$ cat src/rtl/ci_alarm_gen.sv
module ci_alarm_gen #(
  parameter int AIS_PERIOD = 386,
  parameter int MSG_BITS   = 3960,
  parameter int SIG_BITS   = 360
) (
  input  logic       clk,
  input  logic       rst,
  input  logic       bit_en,
  input  logic [1:0] mode,
  output logic       tx_bit,
  output logic       tx_valid
);
  localparam int MAXL = (AIS_PERIOD > MSG_BITS) ?
                        ((AIS_PERIOD > SIG_BITS) ? AIS_PERIOD : SIG_BITS) :
                        ((MSG_BITS > SIG_BITS) ? MSG_BITS : SIG_BITS);
  localparam int CW = (MAXL < 32) ? 6 : $clog2(MAXL + 1);
  localparam logic [15:0] AIS_WORD = 16'h7CFF;
  localparam logic [15:0] MSG_WORD = 16'h00FF;
  localparam logic [15:0] SIG_WORD = 16'h3EFF;

  logic [1:0]    mode_q;
  logic [CW-1:0] cnt;
  logic          sig_ph;
  logic          nxt_bit;

  wire is_ais  = (mode == 2'b01);
  wire is_rai  = (mode == 2'b10);
  wire on      = is_ais | is_rai;
  wire restart = (mode != mode_q);

  wire [CW-1:0] idx = restart ? '0 : cnt;
  wire          ph  = restart ? 1'b0 : sig_ph;
  wire [3:0]    w   = idx[3:0];

  wire [CW-1:0] limit = is_ais ? CW'(AIS_PERIOD - 1) :
                        (ph ? CW'(SIG_BITS - 1) : CW'(MSG_BITS - 1));
  wire wrap = (idx == limit);

  always_comb begin
    if (is_ais)   nxt_bit = (idx < CW'(16)) ? AIS_WORD[w] : 1'b1;
    else if (ph)  nxt_bit = SIG_WORD[w];
    else          nxt_bit = MSG_WORD[w];
  end

  always_ff @(posedge clk) begin
    if (rst) begin
      mode_q   <= 2'b00;
      cnt      <= '0;
      sig_ph   <= 1'b0;
      tx_bit   <= 1'b1;
      tx_valid <= 1'b0;
    end else if (bit_en) begin
      if (!on) begin
        mode_q   <= 2'b00;
        cnt      <= '0;
        sig_ph   <= 1'b0;
        tx_bit   <= 1'b1;
        tx_valid <= 1'b0;
      end else begin
        mode_q   <= mode;
        cnt      <= wrap ? '0 : idx + 1'b1;
        sig_ph   <= is_rai & (wrap ? ~ph : ph);
        tx_bit   <= nxt_bit;
        tx_valid <= 1'b1;
      end
    end
  end

  p_idle_r1: assert property (@(posedge clk) disable iff (rst)
    bit_en && !on |=> tx_bit && !tx_valid);

  p_hold_r2: assert property (@(posedge clk) disable iff (rst)
    !bit_en |=> $stable(tx_bit) && $stable(tx_valid));

  p_ais_range_r4: assert property (@(posedge clk) disable iff (rst)
    (mode_q == 2'b01) |-> (int'(cnt) < AIS_PERIOD));

  p_sig_phase_r6: assert property (@(posedge clk) disable iff (rst)
    sig_ph |-> (mode_q == 2'b10) && (int'(cnt) < SIG_BITS));

  p_restart_r7: assert property (@(posedge clk) disable iff (rst)
    bit_en && on && restart |=> tx_bit && tx_valid);

  p_reset_r8: assert property (@(posedge clk)
    rst |=> tx_bit && !tx_valid);
endmodule

$ cat config.mk
export PLATFORM = sky130hd
export DESIGN_NAME = ci_alarm_gen
export DESIGN_NICKNAME = d
export VERILOG_FILES = /design/src/rtl/ci_alarm_gen.sv
export SDC_FILE = /design/constraint.sdc
export NUM_CORES = 1
export LEC_CHECK = 0
export BUFFER_PORTS_ARGS = -buffer_cell sky130_fd_sc_hd__buf_2
export CAP_MARGIN = 0
export CORE_MARGIN = 4
export CORE_UTILIZATION = 25
export CTS_CLUSTER_DIAMETER = 150
export DETAILED_ROUTE_END_ITERATION = 10
export GPL_TIMING_DRIVEN = 0
export PLACE_DENSITY_LB_ADDON = 0.15
export SLEW_MARGIN = 0
export SYNTH_ARGS = -nofsm -noshare
export SYNTH_HDL_FRONTEND = slang
export SYNTH_SLANG_ARGS = --single-unit
$ cat constraint.sdc
create_clock -name clk -period 1.7 [get_ports clk]
set_input_delay 0.255 -clock clk [delete_from_list [all_inputs] [get_ports clk]]
set_output_delay 0.255 -clock clk [all_outputs]
set_load 0.01 [all_outputs]
==> flow_metrics.env, run 1 <==
export IMPL_post_route_period_util=1.09
export IMPL_std_cell_rows=24
export IMPL_via_per_inst=5.24
export IMPL_hold_viol=0
export IMPL_required_ps=1850
export IMPL_hold_path_class="in -> reg"
export IMPL_tritoncts="built"
export IMPL_instances_no_fill=216
export IMPL_final_core_util=0.357
export IMPL_crit_start="mode_q[1]$_SDFFE_PP0P_"
export IMPL_synthFlopType="dfxtp_1"
export IMPL_fin_nets=175
export IMPL_dieHeight_um=75.7
export IMPL_r2r_start="mode_q[1]$_SDFFE_PP0P_"
export IMPL_arrival_ps=2000
export IMPL_grt_pass1_vias=1050
export IMPL_critPathKind="reg -> reg"
export IMPL_fin_total_pwr_mw=0.863
export IMPL_min_period_ps=1850
export IMPL_dp_final_hpwl_um=2090
export IMPL_ys_seq_area_frac=0.297
export IMPL_layout_drive_gt1_share=0.415
export IMPL_drt_total_wl_um=3140
export IMPL_multi_input_area_um2=870
export IMPL_cts_buffer_depth=2
export IMPL_synth_fp_nets=149
export IMPL_wl_per_cell_um=14.5
export IMPL_core_um2=4380
export IMPL_max_stage_delay_ps=340
export IMPL_clk_latency_ps=260
export IMPL_syn_avg_cell_area_um2=8.25
export IMPL_cp_end_kind="flop"
export IMPL_max_freq_mhz=540
export IMPL_placed_cells=197
export IMPL_fillers=457
export IMPL_start_util=0.261
export IMPL_power_density_nw_per_um2=551
export IMPL_synth_edff_count=0
export IMPL_firstDrtPassIters=4
export IMPL_postPlaceCellArea_um2=1300
export IMPL_drc=0
export IMPL_cts_htree_levels=1
export IMPL_cts_sinks=17
export IMPL_setup_violations=11
export IMPL_violations="setup timing"
export IMPL_worstMarginPinSlew_ps=494
export IMPL_relSlewSlack=0.671
export IMPL_final_cell_area_um2=1570
export IMPL_final_setup_skew_ps=8.87
export IMPL_cts_hold_fix_buffers=0
export IMPL_status="complete, but fails checks"
export IMPL_startpoint_type="flop"
export IMPL_gr_usage_all_layers=0.116
export IMPL_gp_congestion=0.763
export IMPL_rsz0062_at_grt="yes"
export IMPL_setup_tns_ps=-983
export IMPL_drt_iter0_markers=37
export IMPL_drtAntennaViolNets=0
export IMPL_synthCells=139
export IMPL_drv_cap=0
export IMPL_drv_slew=0
export IMPL_numCtsBuffers=3
export IMPL_cts_root_buffer="clkbuf_8"
export IMPL_n_antenna_cell=0
export IMPL_path_max_fanout=5
export IMPL_slowest_stage="dfxtp_2"
export IMPL_io_pins=7
export IMPL_cpMostUsedCell="and3_4"
export IMPL_die_area_um2=5730
export IMPL_seqCellArea_um2=350
export IMPL_async_flop_share=0
export IMPL_path_clk_slew_ps=80
export IMPL_grt_pass1_wl_um=5070
export IMPL_antenna_found_initial=0
export IMPL_ys_types=46
export IMPL_area_growth_pct=36.7
export IMPL_io_buffers=6
export IMPL_ys_warn_count=0
export IMPL_hp_start="rst"
export IMPL_grt_start_max_net_pins=11
export IMPL_p_leak_nw=0.603
export IMPL_vias=1131
export IMPL_ir_worst_vdd_uv=330
export IMPL_syn_area_um2=1150
export IMPL_dieWidth_um=75.7
export IMPL_grt_overflow=0
export IMPL_fin_ws_ps=-151
export IMPL_ys_ff_latch=17
export IMPL_path_cells="xnor2_2, and2_1, buf_6, nand2_4, inv_2, ha_4, and3_4, and3_4, nand3_2, xor2_1, o21ai_1"
[state kept, by name (all words and copies together), names as in the netlist]
register,cells
cnt,12
mode_q,2
sig_ph,1
tx_bit,1
tx_valid,1
[path summary, 6_finish.rpt]
check | cells after the start | slack (ps) | endpoint
max reg2reg | 11 | -150 | cnt[8]$_SDFFE_PP0P_
min reg2reg | 2 | 480 | tx_valid$_SDFFE_PP0P_
min | 3 | 300 | cnt[2]$_SDFFE_PP0P_
max | 11 | -150 | cnt[8]$_SDFFE_PP0P_
[final cells by class]
class | count | area share
multi-input cells | 108 | 0.555
clock buffers | 4 | 0.0288
inverters | 9 | 0.0232
repair buffers | 21 | 0.0958
well taps | 52 | 0.0415
plain buffers | 5 | 0.0319
flip-flops and latches | 17 | 0.224
[synthesized netlist by cell type (all sizes together), types with 3 or more instances]
cell	number	area (um^2)
nand2	16	60.1
and2	3	18.8
nor2	10	37.5
mux2i	4	40.0
ha	5	62.6
inv	9	33.8
dfxtp	17	340
a211oi	3	40.0
and3	3	20.0
nand2b	3	18.8
a21oi	10	61.3
a31oi	8	50.1
buf	4	45.0
nand3	5	25.0
o21ai	6	33.8
[report_power, final]
part / switching (mW) / total (mW) / internal [mW] / leakage (nW)
registers: 0.00640 / 0.409 / 0.403 / 0.141
clock network: 0.156 / 0.323 / 0.167 / 0.0228
logic: 0.0753 / 0.131 / 0.0555 / 0.439
total: 0.238 / 0.863 / 0.625 / 0.603
[layout by cell type, fill, tap and decap left out, drive strengths merged, types with 4 or more instances in the layout]
cell,instances
nand3,5
dfxtp,17
nor2,10
a31oi,8
buf,25
o21ai,6
clkbuf,5
a21oi,10
nand2,16
mux2i,4
inv,9
ha,5
[critical path, delay by kind of cell, from the launching register on]
| kind | cells | cell delay, ps |
|---|---|---|
| adders and majority gates | 1 | 140 |
| and+or+nand+nor | 5 | 700 |
| buffers and inverters | 2 | 200 |
| DFF | 1 | 340 |
| xor gates and xnor gates | 2 | 290 |
| AOI/OAI and AO/OA | 1 | 80 |
[repair_timing]
item                       4_1_cts  5_1_grt
resized for setup               13       16
buffers inserted                 7        8
setup endpoints to repair       11       13
pin swaps                       12       17
[cells by family after synthesis]
group / synth area share
adders and majority gates: 0.0546
buffers and inverters: 0.0731
muxes: 0.0349
and+or+nand+nor: 0.284
AOI/OAI and AO/OA: 0.234
xor gates and xnor gates: 0.0229
DFF: 0.297
[metrics by stage]
step / setup slack [ps] / hold WS (ps)
floorplan: -27.7 / 436
global placement: -304 / 460
detailed placement: -368 / 471
CTS: -157 / 314
global route: -241 / 318
finish: -151 / 303
[per-layer routing]
layer  track usage  wire length, um  up-vias
met2         0.178             1480       25
met3        0.0251              125        9
met5             0                0        -
met1         0.159             1460      542
li1              -                -      555
met4        0.0408               78        0
Note: power is estimated with default switching activity, not from simulation.
==> run 2: changes to the inputs <==
--- a/config.mk
+++ b/config.mk
@@ -8,10 +8,9 @@
 export BUFFER_PORTS_ARGS = -buffer_cell sky130_fd_sc_hd__buf_2
 export CAP_MARGIN = 0
 export CORE_MARGIN = 4
-export CORE_UTILIZATION = 25
+export CORE_UTILIZATION = 50
 export CTS_CLUSTER_DIAMETER = 150
 export DETAILED_ROUTE_END_ITERATION = 10
-export GPL_TIMING_DRIVEN = 0
 export PLACE_DENSITY_LB_ADDON = 0.15
 export SLEW_MARGIN = 0
 export SYNTH_ARGS = -nofsm -noshare
==> run 2 against run 1 <==
  * The run still ends with setup timing left
  * Sequential cell count unchanged
  * Via count up 9.1%
  * Die area down 46%
  * Routed wire length up 9.3%
  * Register-to-register slack worse by 80 ps
  * Maximum frequency down 3.9%
  * Cell count down 5.1%
  * First-iteration DRC count up 43%
  * Critical endpoint is now cnt[3]$_SDFFE_PP0P_
  * Highest routed layer unchanged
==> flow_metrics.env, run 2 (synthesis results as in run 1) <==
export IMPL_status="complete, but fails checks"
export IMPL_violations="setup timing"
export IMPL_slowest_stage="or4_4"
export IMPL_layout_drive_gt1_share=0.458
export IMPL_gr_usage_all_layers=0.221
export IMPL_drt_total_wl_um=3430
export IMPL_firstDrtPassIters=4
export IMPL_drt_iter0_markers=53
export IMPL_hp_start="rst"
export IMPL_top_register="cnt"
export IMPL_dp_final_hpwl_um=2280
export IMPL_dieHeight_um=55.9
export IMPL_vias=1234
export IMPL_antenna_found_initial=0
export IMPL_post_route_period_util=1.13
export IMPL_n_antenna_cell=0
export IMPL_cts_sinks=17
export IMPL_r2r_end="cnt[3]$_SDFFE_PP0P_"
export IMPL_max_stage_delay_ps=550
export IMPL_core_um2=2190
export IMPL_numCtsBuffers=3
export IMPL_grt_pass1_wl_um=5480
export IMPL_final_core_util=0.739
export IMPL_die_area_um2=3120
export IMPL_cp_end_kind="flop"
export IMPL_cts_htree_levels=1
export IMPL_power_density_nw_per_um2=489
export IMPL_path_clk_slew_ps=110
export IMPL_clk_latency_ps=310
export IMPL_required_ps=1910
export IMPL_crit_path_end="cnt[3]$_SDFFE_PP0P_"
export IMPL_drtAntennaViolNets=0
export IMPL_io_pins=7
export IMPL_startpoint_type="flop"
export IMPL_final_setup_skew_ps=5.95
export IMPL_std_cell_rows=17
export IMPL_final_common_cell="buf_4"
export IMPL_cts_root_buffer="clkbuf_4"
export IMPL_start_util=0.523
export IMPL_dieWidth_um=55.9
export IMPL_grt_pass1_vias=1163
export IMPL_path_max_fanout=6
export IMPL_tritoncts="built"
export IMPL_cts_buffer_depth=2
export IMPL_gp_congestion=0.900
export IMPL_fin_ws_ps=-227
export IMPL_r2r_setup_slack_ps=-230
export IMPL_drv_slew=0
export IMPL_hold_viol=0
export IMPL_top_regs="cnt: 12 flops, mode_q: 2 flops"
export IMPL_r2r_start="cnt[9]$_SDFFE_PP0P_"
export IMPL_layout_common_cells="buf_4, dfxtp_1, nand2_1"
export IMPL_max_freq_mhz=519
export IMPL_min_period_ps=1930
export IMPL_wl_per_cell_um=16.7
export IMPL_p_leak_nw=0.666
export IMPL_io_buffers=6
export IMPL_fin_nets=188
export IMPL_drv_cap=0
export IMPL_drc=0
export IMPL_path_cells="or4_4, o21ai_2, and4_1, buf_6, a211oi_4, buf_6, a31oi_4, o31ai_2"
export IMPL_worstMarginPinSlew_ps=406
export IMPL_setup_violations=12
export IMPL_grt_start_max_net_pins=15
export IMPL_r2r_cells=8
export IMPL_hold_path_class="in -> reg"
export IMPL_fin_hold_ws_ps=251
export IMPL_cpMostUsedCell="buf_6"
export IMPL_largest_register_ff_count=12
export IMPL_rsz0062_at_grt="yes"
export IMPL_crit_start="cnt[9]$_SDFFE_PP0P_"
export IMPL_arrival_ps=2130
export IMPL_grt_overflow=0
export IMPL_ir_worst_vdd_uv=444
export IMPL_critPathKind="reg -> reg"
export IMPL_relSlewSlack=0.728
export IMPL_area_growth_pct=41.3
export IMPL_via_per_inst=6.02
run 2: cell count changes in the layout (fill, tap and decap cells not counted), sizes merged:
cell and change:
clkinv +1, clkbuf -2, buf +14
run 2: through the flow:
step	instances	power [mW]	instance area [um^2]	setup slack (ps)	TNS [ps]
4_1_cts	205	0.788	1570	-167	-941
3_3_place_gp	198	0.535	1450	-243	-2240
6_report	205	0.792	1620	-227	-1720
5_1_grt	205	0.829	1620	-273	-2430
2_1_floorplan	139	0.495	1210	-27.7	-39.2
3_5_place_dp	198	0.540	1450	-291	-2910
run 2: worst min path at each step:
stage	endpoint	cells after the start
2_1_floorplan	mode_q[0]$_SDFFE_PP0P_	2
3_3_place_gp	tx_valid$_SDFFE_PP0P_	2
3_5_place_dp	tx_bit$_SDFFE_PP1P_	2
4_1_cts	cnt[1]$_SDFFE_PP0P_	2
5_1_grt	cnt[1]$_SDFFE_PP0P_	2
6_report	cnt[1]$_SDFFE_PP0P_	2
run 2: metal layers:
layer / up-vias / track usage / part of all wire
li1: 582 / - / -
met1: 566 / 0.265 / 0.40
met2: 67 / 0.402 / 0.48
met3: 19 / 0.0278 / 0.075
met4: 0 / 0.0780 / 0.038
met5: - / 0 / 0
run 2: critical path: cells and delay by family, from the launching register on:
kind	cells	cell delay, ps
AO/OA/AOI/OAI	4	400
AND/OR/NAND/NOR	2	800
buffers and inverters	2	300
flip-flops	1	330
run 2: final cells by class:
| type | count | area (um^2) |
|---|---|---|
| Tap cell | 28 | 35.0 |
| Clock buffer | 3 | 22.5 |
| Fill cell | 162 | 572 |
| Multi-Input combinational cell | 108 | 877 |
| Inverter | 9 | 38.8 |
| Clock inverter | 1 | 5.00 |
| Sequential cell | 17 | 344 |
| Timing Repair Buffer | 39 | 297 |
run 2: what timing repair did:
action	in CTS	in global routing
endpoints found under the hold margin	0	0
hold buffers	0	0
resized for setup	17	11
setup buffers	4	1
setup endpoints to repair	13	13
pin swaps	13	14
run 2: report_power, final:
part | leakage (nW) | total [mW] | switching [mW] | internal, mW
registers | 0.139 | 0.411 | 0.00688 | 0.404
clock network | 0.0177 | 0.237 | 0.149 | 0.0879
logic | 0.509 | 0.144 | 0.0804 | 0.0640
total | 0.666 | 0.792 | 0.236 | 0.556
